<file path="config.mk">
export PLATFORM = sky130hd
export DESIGN_NAME = dram_ctl
export DESIGN_NICKNAME = d
export VERILOG_FILES = /design/src/rtl/dram_ctl_pkg.sv /design/src/rtl/dram_ref_sched.sv /design/src/rtl/dram_seq.sv /design/src/rtl/dram_addr_mux.sv /design/src/rtl/dram_ctl.sv
export SDC_FILE = /design/constraint.sdc
export NUM_CORES = 1
export LEC_CHECK = 0
export BUFFER_PORTS_ARGS = -buffer_cell sky130_fd_sc_hd__buf_2
export CAP_MARGIN = 20
export CORE_MARGIN = 5
export CORE_UTILIZATION = 52
export CTS_CLUSTER_SIZE = 30
export DETAILED_ROUTE_END_ITERATION = 7
export HOLD_SLACK_MARGIN = 0.02
export PLACE_DENSITY = 0.79
export REMOVE_ABC_BUFFERS = 1
export SLEW_MARGIN = 40
export SYNTH_ARGS = -nofsm -noshare
export SYNTH_HDL_FRONTEND = slang
export SYNTH_SLANG_ARGS = --single-unit
</file>
<file path="constraint.sdc">
create_clock -name clk -period 2.42 [get_ports clk]
set_clock_uncertainty 0.15 [all_clocks]
set_input_delay 0.484 -clock clk [delete_from_list [all_inputs] [get_ports clk]]
set_output_delay 0.484 -clock clk [all_outputs]
set_load 0.02 [all_outputs]
</file>
<file path="src/rtl/dram_ctl_pkg.sv">
package dram_ctl_pkg;

  typedef enum logic [2:0] {
    ST_IDLE,
    ST_ACT,
    ST_COL,
    ST_HOLD,
    ST_RACT,
    ST_PRE
  } seq_state_t;

  typedef enum logic [1:0] {
    SEL_NONE,
    SEL_ROW,
    SEL_COL,
    SEL_REF
  } addr_sel_t;

endpackage

</file>
<file path="src/rtl/dram_ref_sched.sv">
module dram_ref_sched #(
  parameter int ROW_W        = 4,
  parameter int REF_INTERVAL = 32
) (
  input  logic             clk,
  input  logic             rst_n,
  input  logic             ref_start,
  input  logic             ref_done,
  output logic             ref_pending,
  output logic [ROW_W-1:0] ref_row
);

  localparam int TMR_W = (REF_INTERVAL > 2) ? $clog2(REF_INTERVAL) : 1;
  localparam logic [TMR_W-1:0] TMR_LAST = TMR_W'(REF_INTERVAL - 1);

  logic [TMR_W-1:0] tmr_q, tmr_d;
  logic             pend_q, pend_d;
  logic [ROW_W-1:0] row_q, row_d;
  logic             expire;
  logic             row_en;

  assign expire = (tmr_q == TMR_LAST);
  assign row_en = ref_done;

  always_comb begin
    tmr_d  = expire ? '0 : tmr_q + TMR_W'(1);
    // expiry wins over clearing, so a request is never lost
    pend_d = expire ? 1'b1 : (ref_start ? 1'b0 : pend_q);
    row_d  = row_q + ROW_W'(1);
  end

  always_ff @(posedge clk or negedge rst_n) begin
    if (!rst_n) begin
      tmr_q  <= '0;
      pend_q <= 1'b0;
      row_q  <= '0;
    end else begin
      tmr_q  <= tmr_d;
      pend_q <= pend_d;
      if (row_en) row_q <= row_d;
    end
  end

  assign ref_pending = pend_q;
  assign ref_row     = row_q;

  // the sequencer may only launch a refresh that is actually pending
  a_r7_start_needs_pending: assert property (@(posedge clk) disable iff (!rst_n)
    ref_start |-> ref_pending);

  // the refresh row only moves when a refresh completes
  a_r9_row_hold: assert property (@(posedge clk) disable iff (!rst_n)
    !$past(ref_done) |-> $stable(ref_row));

endmodule

</file>
<file path="src/rtl/dram_seq.sv">
module dram_seq
  import dram_ctl_pkg::*;
#(
  parameter int T_RCD = 3,
  parameter int T_CL  = 2,
  parameter int T_RAS = 6,
  parameter int T_RP  = 3
) (
  input  logic      clk,
  input  logic      rst_n,
  input  logic      req_valid,
  input  logic      req_write,
  input  logic      ref_pending,
  output logic      req_ready,
  output logic      accept,
  output logic      ref_start,
  output logic      ref_done,
  output logic      cap_en,
  output logic      ras_n,
  output logic      cas_n,
  output logic      we_n,
  output logic      oe_n,
  output logic      dq_oe,
  output addr_sel_t addr_sel
);

  localparam int HOLD_CYC = (T_RAS > T_RCD + T_CL) ? (T_RAS - T_RCD - T_CL) : 0;
  localparam int HOLD_M1  = (HOLD_CYC > 0) ? HOLD_CYC - 1 : 0;
  localparam int T_MAX    = (T_RAS > T_RP) ? ((T_RAS > T_RCD) ? T_RAS : T_RCD)
                                           : ((T_RP > T_CL) ? T_RP : T_CL);
  localparam int CNT_W    = $clog2(T_MAX + 1) + 1;

  seq_state_t       state_q, state_d;
  logic [CNT_W-1:0] cnt_q, cnt_d;
  logic             wr_q, wr_d;
  logic             refc_q, refc_d;
  logic             cnt_zero;

  assign cnt_zero = (cnt_q == '0);

  always_comb begin
    state_d   = state_q;
    cnt_d     = cnt_q;
    wr_d      = wr_q;
    refc_d    = refc_q;
    ref_start = 1'b0;
    ref_done  = 1'b0;
    accept    = 1'b0;
    unique case (state_q)
      ST_IDLE: begin
        if (ref_pending) begin
          state_d   = ST_RACT;
          cnt_d     = CNT_W'(T_RAS - 1);
          refc_d    = 1'b1;
          ref_start = 1'b1;
        end else if (req_valid) begin
          state_d = ST_ACT;
          cnt_d   = CNT_W'(T_RCD - 1);
          wr_d    = req_write;
          refc_d  = 1'b0;
          accept  = 1'b1;
        end
      end
      ST_ACT: begin
        if (cnt_zero) begin
          state_d = ST_COL;
          cnt_d   = CNT_W'(T_CL - 1);
        end else begin
          cnt_d = cnt_q - CNT_W'(1);
        end
      end
      ST_COL: begin
        if (cnt_zero) begin
          if (HOLD_CYC > 0) begin
            state_d = ST_HOLD;
            cnt_d   = CNT_W'(HOLD_M1);
          end else begin
            state_d = ST_PRE;
            cnt_d   = CNT_W'(T_RP - 1);
          end
        end else begin
          cnt_d = cnt_q - CNT_W'(1);
        end
      end
      ST_HOLD, ST_RACT: begin
        if (cnt_zero) begin
          state_d = ST_PRE;
          cnt_d   = CNT_W'(T_RP - 1);
        end else begin
          cnt_d = cnt_q - CNT_W'(1);
        end
      end
      ST_PRE: begin
        if (cnt_zero) begin
          state_d  = ST_IDLE;
          ref_done = refc_q;
        end else begin
          cnt_d = cnt_q - CNT_W'(1);
        end
      end
      default: state_d = ST_IDLE;
    endcase
  end

  always_ff @(posedge clk or negedge rst_n) begin
    if (!rst_n) begin
      state_q <= ST_IDLE;
      cnt_q   <= '0;
      wr_q    <= 1'b0;
      refc_q  <= 1'b0;
    end else begin
      state_q <= state_d;
      cnt_q   <= cnt_d;
      wr_q    <= wr_d;
      refc_q  <= refc_d;
    end
  end

  always_comb begin
    ras_n    = !(state_q == ST_ACT || state_q == ST_COL ||
                 state_q == ST_HOLD || state_q == ST_RACT);
    cas_n    = (state_q != ST_COL);
    we_n     = !(state_q == ST_COL && wr_q);
    oe_n     = !(state_q == ST_COL && !wr_q);
    dq_oe    = (state_q == ST_COL) && wr_q;
    cap_en   = (state_q == ST_COL) && cnt_zero && !wr_q;
    req_ready = (state_q == ST_IDLE) && !ref_pending;
    unique case (state_q)
      ST_ACT:           addr_sel = SEL_ROW;
      ST_COL, ST_HOLD:  addr_sel = SEL_COL;
      ST_RACT:          addr_sel = SEL_REF;
      default:          addr_sel = SEL_NONE;
    endcase
  end

  // once accepted, the next cycle is an activation, not idle
  a_r6_busy_after_accept: assert property (@(posedge clk) disable iff (!rst_n)
    accept |=> !req_ready && !ras_n);

  // a refresh launch opens the row without any column strobe
  a_r8_refresh_no_column: assert property (@(posedge clk) disable iff (!rst_n)
    ref_start |=> !ras_n && cas_n && we_n && oe_n);

endmodule

</file>
<file path="src/rtl/dram_addr_mux.sv">
module dram_addr_mux
  import dram_ctl_pkg::*;
#(
  parameter int ROW_W = 4,
  parameter int COL_W = 4,
  parameter int BUS_W = 4
) (
  input  addr_sel_t        sel,
  input  logic [ROW_W-1:0] row,
  input  logic [COL_W-1:0] col,
  input  logic [ROW_W-1:0] ref_row,
  output logic [BUS_W-1:0] bus
);

  logic [BUS_W-1:0] row_ext, col_ext, ref_ext;

  generate
    if (BUS_W > ROW_W) begin : g_row_pad
      assign row_ext = {{(BUS_W-ROW_W){1'b0}}, row};
      assign ref_ext = {{(BUS_W-ROW_W){1'b0}}, ref_row};
    end else begin : g_row_full
      assign row_ext = row;
      assign ref_ext = ref_row;
    end
    if (BUS_W > COL_W) begin : g_col_pad
      assign col_ext = {{(BUS_W-COL_W){1'b0}}, col};
    end else begin : g_col_full
      assign col_ext = col;
    end
  endgenerate

  always_comb begin
    unique case (sel)
      SEL_ROW: bus = row_ext;
      SEL_COL: bus = col_ext;
      SEL_REF: bus = ref_ext;
      default: bus = '0;
    endcase
  end

endmodule

</file>
<file path="src/rtl/dram_ctl.sv">
module dram_ctl
  import dram_ctl_pkg::*;
#(
  parameter int ROW_W          = 4,
  parameter int COL_W          = 4,
  parameter int DATA_W         = 8,
  parameter int T_RCD          = 3,
  parameter int T_CL           = 2,
  parameter int T_RAS          = 6,
  parameter int T_RP           = 3,
  parameter int REF_PERIOD_CYC = 512
) (
  input  logic                     clk,
  input  logic                     rst_n,
  input  logic                     req_valid,
  output logic                     req_ready,
  input  logic                     req_write,
  input  logic [ROW_W+COL_W-1:0]   req_addr,
  input  logic [DATA_W-1:0]        req_wdata,
  output logic [DATA_W-1:0]        rd_data,
  output logic                     rd_valid,
  output logic [((ROW_W>COL_W)?ROW_W:COL_W)-1:0] dram_addr,
  output logic                     dram_ras_n,
  output logic                     dram_cas_n,
  output logic                     dram_we_n,
  output logic                     dram_oe_n,
  output logic [DATA_W-1:0]        dram_dq_out,
  output logic                     dram_dq_oe,
  input  logic [DATA_W-1:0]        dram_dq_in
);

  localparam int BUS_W        = (ROW_W > COL_W) ? ROW_W : COL_W;
  localparam int ADDR_W       = ROW_W + COL_W;
  localparam int REF_INTERVAL = REF_PERIOD_CYC / (1 << ROW_W);
  localparam int CHK_MAX      = T_RAS + T_RP + T_RCD + T_CL + 2;
  localparam int CHK_W        = $clog2(CHK_MAX + 1);

  logic             accept, ref_start, ref_done, ref_pending, cap_en;
  logic [ROW_W-1:0] ref_row;
  addr_sel_t        addr_sel;
  logic [ADDR_W-1:0] addr_q;
  logic [DATA_W-1:0] wdata_q, rdata_q;
  logic              rvalid_q, rvalid_d;

  dram_ref_sched #(
    .ROW_W        (ROW_W),
    .REF_INTERVAL (REF_INTERVAL)
  ) ref_sched_i (
    .clk         (clk),
    .rst_n       (rst_n),
    .ref_start   (ref_start),
    .ref_done    (ref_done),
    .ref_pending (ref_pending),
    .ref_row     (ref_row)
  );

  dram_seq #(
    .T_RCD (T_RCD),
    .T_CL  (T_CL),
    .T_RAS (T_RAS),
    .T_RP  (T_RP)
  ) seq_i (
    .clk         (clk),
    .rst_n       (rst_n),
    .req_valid   (req_valid),
    .req_write   (req_write),
    .ref_pending (ref_pending),
    .req_ready   (req_ready),
    .accept      (accept),
    .ref_start   (ref_start),
    .ref_done    (ref_done),
    .cap_en      (cap_en),
    .ras_n       (dram_ras_n),
    .cas_n       (dram_cas_n),
    .we_n        (dram_we_n),
    .oe_n        (dram_oe_n),
    .dq_oe       (dram_dq_oe),
    .addr_sel    (addr_sel)
  );

  dram_addr_mux #(
    .ROW_W (ROW_W),
    .COL_W (COL_W),
    .BUS_W (BUS_W)
  ) addr_mux_i (
    .sel     (addr_sel),
    .row     (addr_q[ADDR_W-1:COL_W]),
    .col     (addr_q[COL_W-1:0]),
    .ref_row (ref_row),
    .bus     (dram_addr)
  );

  assign rvalid_d = cap_en;

  always_ff @(posedge clk or negedge rst_n) begin
    if (!rst_n) begin
      addr_q   <= '0;
      wdata_q  <= '0;
      rdata_q  <= '0;
      rvalid_q <= 1'b0;
    end else begin
      rvalid_q <= rvalid_d;
      if (accept) begin
        addr_q  <= req_addr;
        wdata_q <= req_wdata;
      end
      if (cap_en) rdata_q <= dram_dq_in;
    end
  end

  assign rd_data     = rdata_q;
  assign rd_valid    = rvalid_q;
  assign dram_dq_out = wdata_q;

  // ---- strobe-timing observers (checker state only) ----
  logic [CHK_W-1:0] ras_lo_cnt, ras_hi_cnt;

  always_ff @(posedge clk or negedge rst_n) begin
    if (!rst_n) begin
      ras_lo_cnt <= '0;
      ras_hi_cnt <= CHK_W'(CHK_MAX);
    end else begin
      if (dram_ras_n) ras_lo_cnt <= '0;
      else if (ras_lo_cnt != CHK_W'(CHK_MAX)) ras_lo_cnt <= ras_lo_cnt + CHK_W'(1);
      if (!dram_ras_n) ras_hi_cnt <= '0;
      else if (ras_hi_cnt != CHK_W'(CHK_MAX)) ras_hi_cnt <= ras_hi_cnt + CHK_W'(1);
    end
  end

  a_r3_cas_inside_ras: assert property (@(posedge clk) disable iff (!rst_n)
    !dram_cas_n |-> !dram_ras_n);

  a_r2_row_to_col: assert property (@(posedge clk) disable iff (!rst_n)
    $fell(dram_cas_n) |-> ras_lo_cnt >= CHK_W'(T_RCD));

  a_r4_row_open_min: assert property (@(posedge clk) disable iff (!rst_n)
    $rose(dram_ras_n) |-> ras_lo_cnt >= CHK_W'(T_RAS));

  a_r4_precharge_min: assert property (@(posedge clk) disable iff (!rst_n)
    $fell(dram_ras_n) |-> ras_hi_cnt >= CHK_W'(T_RP));

  a_r3_write_drives: assert property (@(posedge clk) disable iff (!rst_n)
    !dram_we_n |-> dram_dq_oe && !dram_cas_n && dram_oe_n);

  a_r5_single_pulse: assert property (@(posedge clk) disable iff (!rst_n)
    rd_valid |=> !rd_valid);

  a_r6_ready_row_closed: assert property (@(posedge clk) disable iff (!rst_n)
    req_ready |-> dram_ras_n && dram_cas_n);

endmodule

</file>
==> results_dict.tcl, run 1 <==
set metrics [dict create \
    die_y_um 73.8 \
    grt_overflow 0 \
    status "completed" \
    synthToLayoutAreaGrowth_pct 23.4 \
    clock.fmax_mhz 448 \
    drc_errors 0 \
    reg2regPathDepth 6 \
    synthCells 186 \
    num_vias 1613 \
    hold_viol 0 \
    coreArea_um2 3970 \
    leakage_nw 1.28 \
    synth_edf_count 0 \
    crit_fanout 14 \
    min_to "rd_data[0]$_DFFE_PN0P_" \
    rr_endpoint "seq_i.cnt_q[1]$_DFFE_PN0P_" \
    grt_pass1_vias 1660 \
    clk_pin_slew_ps 80 \
    min-delay-path-class "input port to register" \
    synth_top_family_by_area "multiplexers" \
    syn-mean-instance-area_um2 11.4 \
    drt_first_pass_iters 4 \
    ys_types 42 \
    grt_pass1_wl_um 7720 \
    h-tree-depth 2 \
    root_buffer "clkbuf_8" \
    crit_arrival_ps 1600 \
    synthAdderAreaFrac_pct 2.96 \
    fin_ws_ps 190 \
    syn-cell-area_um2 2110 \
    io_buffers 54 \
    antenna_found_initial 0 \
    drv_cap 0 \
    grt_usage_pct 18.5 \
    ys_seq_elements 44 \
    gp_congestion 0.876 \
    critPathKind "register to primary output" \
    hold_depth 2 \
    muxShareOfSynthArea_pct 15.1 \
    cp.required_ps 1790 \
    p_per_area_nw_per_um2 1210 \
    hp-start "dram_dq_in[0]" \
    antenna_left 0 \
    grt_setup_unrepaired "no" \
    ys_warn_count 0 \
    cts_buffers 5 \
    setup_viol 0 \
    finalMaxSlewViolations 0 \
    fin_nets 281 \
    num_antenna_cells 0 \
    cts_tree "built" \
    period_needed_ps 2230 \
    grt_max_degree 24 \
    drt-total-wl_um 4510 \
    post-place-ws_ps 307 \
    hpwl_um 3560 \
    rows 23 \
    fin_crit_sh_pct 92.2 \
    synth_xor_area_share_pct 2.07 \
    drtIter0Drc 113 \
    setup-tns-final_ps 0 \
    synth_compound_area_share_pct 11.1 \
    regArea_um2 1100 \
    reg2reg_from "seq_i.cnt_q[0]$_DFFE_PN0P_" \
    io_pins 55 \
    multi_input_area_um2 948 \
    hold_ws_ps 266 \
    clk_path_buf_depth 2 \
    r2r_slack_ps 310 \
    viasPerCell 5.39 \
    cts.sinks 44 \
    endpoint_kind "primary output" \
    tightest_slew_ps 521 \
    dieArea_um2 5440 \
    start_util_pct 53.2 \
    startpoint_type "register" \
    ys_seq_area_share_pct 52.1 \
    ir_drop_v 0.000760 \
    final.fill_count 317 \
    drive_above_1_share_pct 42.2 \
    chipWidth_um 73.8 \
    clk_latency_ps 300 \
    final_cell_mix "54 x buf_2, 43 x dfrtp_1, 27 x mux2_2" \
    synth_ff_type "dfrtp_1" \
    mostFrequentLayoutCell "buf_2" \
    post-cts-setup-buffers 0 \
    maxSlewHeadroom_pct 65.3 \
    synthArstFlopShare_pct 100 \
    wl_per_cell_um 15.1 \
    synth_simple_gate_area_share_pct 13.6 \
]
[layout make-up]
cell class,count,share of cell area [%]
Tap cell,50,2.40
Multi-Input combinational cell,125,36.4
Clock buffer,6,2.78
Inverter,9,1.30
Sequential cell,44,42.3
Clock inverter,2,1.34
Timing Repair Buffer,63,13.5
[registers in the layout, indices dropped and copies added, names as in the netlist]
| signal | count |
|---|---|
| rd_data | 8 |
| seq_i.cnt_q | 4 |
| seq_i.wr_q | 1 |
| ref_sched_i.ref_pending | 1 |
| addr_q | 8 |
| rd_valid | 1 |
| dram_dq_out | 8 |
| seq_i.refc_q | 1 |
| seq_i.state_q | 3 |
| ref_sched_i.tmr_q | 5 |
| ref_sched_i.ref_row | 4 |
[critical path, cell delays in order, from the launching register on]
cell     delay (ps)
dfrtp_2         490
or3_1           500
nor2_4          140
buf_2           170
[stage by stage]
stage               cell area [um2]  utilization, %  power, W  cells
finish                         2610            65.7   0.00315    299
detailed placement             2490            62.6   0.00261    290
CTS                            2600            65.6   0.00316    299
global placement               2490            62.6   0.00256    290
global route                   2610            65.7   0.00338    299
floorplan                      2080               -   0.00213    178
[layer usage]
layer	GRT usage, %	up-vias	part of all wire (%)
li1	-	776	-
met2	28.2	55	49
met1	25.3	776	42
met3	6.29	6	7.9
met4	5.03	0	1.2
met5	0	-	0
[Yosys cell counts (all sizes together), types with 2 or more instances]
cell | instances | share of area, %
clkbuf | 5 | 0.89
buf | 3 | 0.65
o21ai | 12 | 2.8
ha | 5 | 3.0
dfrtp | 44 | 52
nor4bb | 2 | 0.95
nor2 | 8 | 1.8
inv | 9 | 1.6
a22oi | 4 | 1.4
xor2 | 2 | 0.83
a21oi | 5 | 1.2
nand2b | 6 | 1.8
mux2 | 28 | 15
nand3 | 2 | 0.47
and2 | 2 | 0.71
nand2 | 19 | 3.5
a31oi | 2 | 0.59
or3 | 5 | 1.7
xnor2 | 3 | 1.2
o21bai | 4 | 1.4
[kinds of logic (layout without fill, tap and decap cells)]
kind of cell | count (synthesis) | after routing
buf+inv | 17 | 80
compound gates | 36 | 36
flops | 44 | 44
simple gates | 51 | 51
xor+xnor | 5 | 5
fa+ha+maj | 5 | 5
mux | 28 | 28
[power by group]
group | internal [W] | switching (W)
registers | 0.00101 | 0.000215
logic | 0.000638 | 0.000724
clock network | 0.000306 | 0.000249
[worst max path at each step]
| stage | end | slack [ps] | from | depth (start not counted) |
|---|---|---|---|---|
| 2_1_floorplan | rd_data[0]$_DFFE_PN0P_ | 310 | seq_i.state_q[1]$_DFFE_PN0P_ | 4 |
| 3_3_place_gp | seq_i.cnt_q[1]$_DFFE_PN0P_ | 340 | seq_i.state_q[0]$_DFFE_PN0P_ | 4 |
| 3_5_place_dp | seq_i.cnt_q[1]$_DFFE_PN0P_ | 310 | seq_i.state_q[0]$_DFFE_PN0P_ | 4 |
| 4_1_cts | dram_addr[2] | 80 | seq_i.state_q[0]$_DFFE_PN0P_ | 4 |
| 5_1_grt | req_ready | 100 | seq_i.state_q[0]$_DFFE_PN0P_ | 3 |
| 6_report | req_ready | 190 | seq_i.state_q[0]$_DFFE_PN0P_ | 3 |
[what timing repair did]
action,4_1_cts,5_1_grt
endpoints found under the setup margin,0,4
hold endpoints to repair,13,0
resized for setup,0,2
hold buffers,1,0
Power figures use the tool's default switching activity.
==> run 2: changes to the inputs <==
- MAX_ROUTING_LAYER: not set -> met4
==> run 2 against run 1 <==
Compared with the run above:
- combinational power hardly changed
- wire length is essentially flat
- clock-buffer cell count is the same
- hold slack barely moved
- critical path depth stayed put
- total power is essentially flat
- die area did not move
- sequential cell count is the same
- cell area unchanged
- via count about the same
==> results_dict.tcl, run 2 (synthesized netlist as in run 1, its figures left out) <==
set metrics [dict create \
    status "completed" \
    drt-total-wl_um 4510 \
    finalMaxSlewViolations 0 \
    grt_overflow 0 \
    drive_above_1_share_pct 42.2 \
    final_cell_mix "54 x buf_2, 43 x dfrtp_1, 27 x mux2_2" \
    busiest_layer "met2" \
    cts_buffers 5 \
    antenna_left 0 \
    rr_endpoint "seq_i.cnt_q[1]$_DFFE_PN0P_" \
    wl_per_cell_um 15.1 \
    use_met3_pct 6.16 \
    grt_usage_pct 19.2 \
    ir_drop_v 0.000764 \
    crit_arrival_ps 1600 \
    tightest_slew_ps 530 \
    hp-start "dram_dq_in[0]" \
    gp_congestion 0.891 \
    setup_viol 0 \
    cp.required_ps 1790 \
    drtIter0Drc 110 \
    start_util_pct 53.2 \
    grt_max_degree 24 \
    antenna_found_initial 0 \
    power_w 0.00315 \
    pwr-share-comb_pct 43.3 \
    chipWidth_um 73.8 \
    grt_pass1_vias 1659 \
    root_buffer "clkbuf_8" \
    num_vias 1612 \
    fin_crit_sh_pct 92.1 \
    sw_frac_of_total_pct 37.7 \
    maxSlewHeadroom_pct 64.7 \
    hold_depth 2 \
    p_int_w 0.00196 \
    setup-tns-final_ps 0 \
    rows 23 \
    clk_latency_ps 290 \
    hpwl_um 3560 \
    hold_viol 0 \
    endpoint_kind "primary output" \
    slowest_stage "or3_1" \
    drc_errors 0 \
    p_sw_w 0.00119 \
    clk_pin_slew_ps 80 \
    min_to "rd_data[0]$_DFFE_PN0P_" \
    grtUsageMet2_pct 28.1 \
    min-delay-path-class "input port to register" \
    critPathKind "register to primary output" \
    reg2regPathDepth 6 \
    crit_fanout 14 \
    cts.sinks 44 \
    reg2reg_from "seq_i.cnt_q[0]$_DFFE_PN0P_" \
    grt_pass1_wl_um 7730 \
    clk_path_buf_depth 2 \
    drt_first_pass_iters 4 \
    seqPwrFrac_pct 39.0 \
    coreArea_um2 3970 \
    fin_nets 281 \
    r2r_slack_ps 320 \
    p_per_area_nw_per_um2 1210 \
    mostFrequentLayoutCell "buf_2" \
    grt_setup_unrepaired "no" \
    period_needed_ps 2230 \
    dieArea_um2 5440 \
    cts_tree "built" \
    die_y_um 73.8 \
    leakage_nw 1.28 \
    startpoint_type "register" \
    clock.fmax_mhz 449 \
    met1_usage_pct 25.8 \
    path_cells "or3_1, nor2_4, buf_2" \
    max_stage_delay_ps 500 \
    synthToLayoutAreaGrowth_pct 23.4 \
    h-tree-depth 2 \
    clock_power_share_pct 17.7 \
    viasPerCell 5.39 \
    io_buffers 54 \
    num_antenna_cells 0 \
    io_pins 55 \
    drv_cap 0 \
]
-- run 2: worst max-delay path by stage --
stage	startpoint	endpoint	slack [ps]	cells after the start
after floorplan	seq_i.state_q[1]$_DFFE_PN0P_	rd_data[0]$_DFFE_PN0P_	310	4
after global placement	seq_i.state_q[0]$_DFFE_PN0P_	seq_i.cnt_q[1]$_DFFE_PN0P_	340	4
after detailed placement	seq_i.state_q[0]$_DFFE_PN0P_	seq_i.cnt_q[1]$_DFFE_PN0P_	310	4
after CTS	seq_i.state_q[0]$_DFFE_PN0P_	dram_addr[2]	80	4
after global routing	seq_i.state_q[0]$_DFFE_PN0P_	req_ready	90	3
final	seq_i.state_q[0]$_DFFE_PN0P_	req_ready	190	3
-- run 2: layer usage --
| metal | wire, um | vias to the layer above |
|---|---|---|
| li1 | - | 777 |
| met5 | 0 | - |
| met4 | 54 | 0 |
| met2 | 2180 | 52 |
| met1 | 1980 | 777 |
| met3 | 284 | 6 |
-- run 2: layout make-up --
cell class,instances,area (um2)
multi-input combinational,125,948
clock inverter,2,35.0
clock buffer,6,72.6
tap,50,62.6
sequential,44,1100
timing repair buffer,63,353
fill,317,1360
inverter,9,33.8
-- run 2: timing repair --
action,CTS,global route
setup buffers,0,0
setup endpoints to repair,0,4
hold buffers,1,0
endpoints found under the hold margin,13,0
gates resized for setup,0,2
-- run 2: through the flow --
stage                     setup WS, ps  instances  area, um2  hold slack, ps  util [%]
final                              190        299       2610             266      65.7
after global routing              92.9        299       2610             244      65.7
after CTS                         84.6        299       2600             259      65.6
after detailed placement           307        290       2490             321      62.6
after global placement             344        290       2490             299      62.6
after floorplan                    309        178       2080            38.4         -
-- run 2: power groups by stage --
stage | clock network [W] | logic (W) | registers, W
floorplan | 0 | 0.000756 | 0.00138
global placement | 0 | 0.00134 | 0.00122
detailed placement | 0 | 0.00137 | 0.00124
CTS | 0.000562 | 0.00138 | 0.00122
global route | 0.000603 | 0.00151 | 0.00127
finish | 0.000556 | 0.00136 | 0.00123
-- run 2: worst max-delay path, delay by kind of cell, from the launching register on --
family / cells / cell delay (ps)
simple gates: 2 / 640
flops: 1 / 490
buf+inv: 1 / 170
==> run 3: changes to the inputs <==
- BUFFER_PORTS_ARGS: -buffer_cell sky130_fd_sc_hd__buf_2 -> -buffer_cell sky130_fd_sc_hd__buf_4
==> run 3 against run 2 <==
Compared with the run above:
- critical path depth stayed put
- core utilization is 2.0 points higher
- sequential share of layout area is 1.2 points lower
- non-clock buffer count down 2
- global-route usage grew 0.36 points
- sequential power hardly changed
- combinational power increased by 10%
- sequential cell count unchanged
- critical path type unchanged
==> results_dict.tcl, run 3 (synthesized netlist as in run 1, its figures left out) <==
set metrics [dict create \
    cts_hold_buf 0 \
    crit_arrival_ps 1590 \
    crit_fanout 14 \
    grt_overflow 0 \
    clock_power_share_pct 13.9 \
    final.fill_count 322 \
    startpoint_type "register" \
    power_w 0.00316 \
    fin_nets 279 \
    ir_drop_v 0.000650 \
    cp.required_ps 1790 \
    min-delay-path-class "input port to asynchronous set/reset pin" \
    io_pins 55 \
    p_per_area_nw_per_um2 1180 \
    antenna_left 0 \
    grt_usage_pct 19.5 \
    grt_setup_unrepaired "no" \
    p_int_w 0.00196 \
    rr_endpoint "seq_i.cnt_q[1]$_DFFE_PN0P_" \
    num_antenna_cells 0 \
    maxSlewHeadroom_pct 62.6 \
    setup_viol 0 \
    drc_errors 0 \
    root_buffer "clkbuf_8" \
    drv_cap 0 \
    hpwl_um 3480 \
    multi_input_area_um2 948 \
    status "completed" \
    seqPwrFrac_pct 38.7 \
    pwr-share-comb_pct 47.3 \
    grt_pass1_wl_um 7890 \
    slowest_stage "or3_1" \
    clk_pin_slew_ps 80 \
    leakage_nw 1.30 \
    post-cts-setup-buffers 0 \
    p_sw_w 0.00120 \
    drive_above_1_share_pct 42.3 \
    sw_frac_of_total_pct 37.9 \
    r2r_slack_ps 330 \
    wl_per_cell_um 15.8 \
    hold_viol 0 \
    hold_ws_ps 16.2 \
    cts_buffers 5 \
    final_cell_mix "61 x buf_4, 43 x dfrtp_1, 27 x mux2_2" \
    h-tree-depth 2 \
    cts_resized 0 \
    grt_pass1_vias 1697 \
    drt-total-wl_um 4660 \
    io_buffers 54 \
    clk_path_buf_depth 2 \
    tightest_slew_ps 561 \
    clock.fmax_mhz 449 \
    grt_max_degree 45 \
    period_needed_ps 2230 \
    path_cells "or3_1, nor2_4, buf_4" \
    coreArea_um2 3970 \
    chipWidth_um 73.8 \
    dieArea_um2 5440 \
    max_stage_delay_ps 510 \
    die_y_um 73.8 \
    reg2regPathDepth 4 \
    cts_tree "built" \
    drtIter0Drc 94 \
    finalMaxSlewViolations 0 \
    fin_crit_sh_pct 92.0 \
    gp_congestion 0.877 \
    critPathKind "register to primary output" \
    reg2reg_from "seq_i.state_q[0]$_DFFE_PN0P_" \
    endpoint_kind "primary output" \
    start_util_pct 53.2 \
    drt_first_pass_iters 4 \
    synthToLayoutAreaGrowth_pct 27.1 \
    mostFrequentLayoutCell "buf_4" \
    num_vias 1617 \
    rows 23 \
    antenna_found_initial 0 \
    regArea_um2 1100 \
    cts.sinks 44 \
    setup-tns-final_ps 0 \
    viasPerCell 5.46 \
    clk_latency_ps 300 \
]
-- run 3: cell count changes in the layout (fill, tap and decap cells not counted) --
cell	change
buf_12	-1
buf_2	-54
buf_4	+54
bufinv_16	-1
clkbuf_1	-1
clkinvlp_4	+1
dlygate4sd3_1	-1
-- run 3: area by class of cell --
cell class / instances / area share [%]
inverters: 9 / 1.26
clock inverters: 2 / 0.466
multi-input cells: 125 / 35.3
clock buffers: 5 / 2.56
repair buffers: 61 / 17.0
flip-flops and latches: 44 / 41.0
well taps: 50 / 2.33
-- run 3: power groups by stage --
stage / clock network [W] / logic [W] / registers (W)
finish: 0.000440 / 0.00150 / 0.00123
global route: 0.000482 / 0.00163 / 0.00127
floorplan: 0 / 0.000756 / 0.00138
CTS: 0.000451 / 0.00151 / 0.00122
global placement: 0 / 0.00147 / 0.00122
detailed placement: 0 / 0.00150 / 0.00124
-- run 3: worst max path at each step --
stage	from	endpoint	slack, ps	cells after the start
4_1_cts	seq_i.state_q[0]$_DFFE_PN0P_	dram_addr[1]	9	4
5_1_grt	seq_i.state_q[0]$_DFFE_PN0P_	dram_addr[1]	110	4
6_report	seq_i.state_q[0]$_DFFE_PN0P_	req_ready	190	3
3_5_place_dp	seq_i.state_q[0]$_DFFE_PN0P_	seq_i.cnt_q[1]$_DFFE_PN0P_	300	4
2_1_floorplan	seq_i.state_q[1]$_DFFE_PN0P_	rd_data[0]$_DFFE_PN0P_	310	4
3_3_place_gp	seq_i.state_q[0]$_DFFE_PN0P_	seq_i.cnt_q[1]$_DFFE_PN0P_	340	4
-- run 3: critical path: cells and delay by family, from the launching register on --
kind	cells	cell delay (ps)
simple gates	2	650
flops	1	490
buf+inv	1	150
-- run 3: metal layers --
metal / wire length (um) / GRT usage [%] / part of all wire [%]
met5: 0 / - / 0
met4: 54 / 6.44 / 1.2
met3: 193 / 4.24 / 4.1
met2: 2280 / 30.7 / 49
met1: 2130 / 25.1 / 46
-- run 3: stage by stage --
stage,std cells,instance area (um2),setup WS (ps),util (%)
floorplan,178,2080,309,-
CTS,296,2680,9.16,67.5
detailed placement,289,2600,300,65.5
finish,296,2690,194,67.6
global route,296,2690,114,67.6
global placement,289,2600,338,65.5
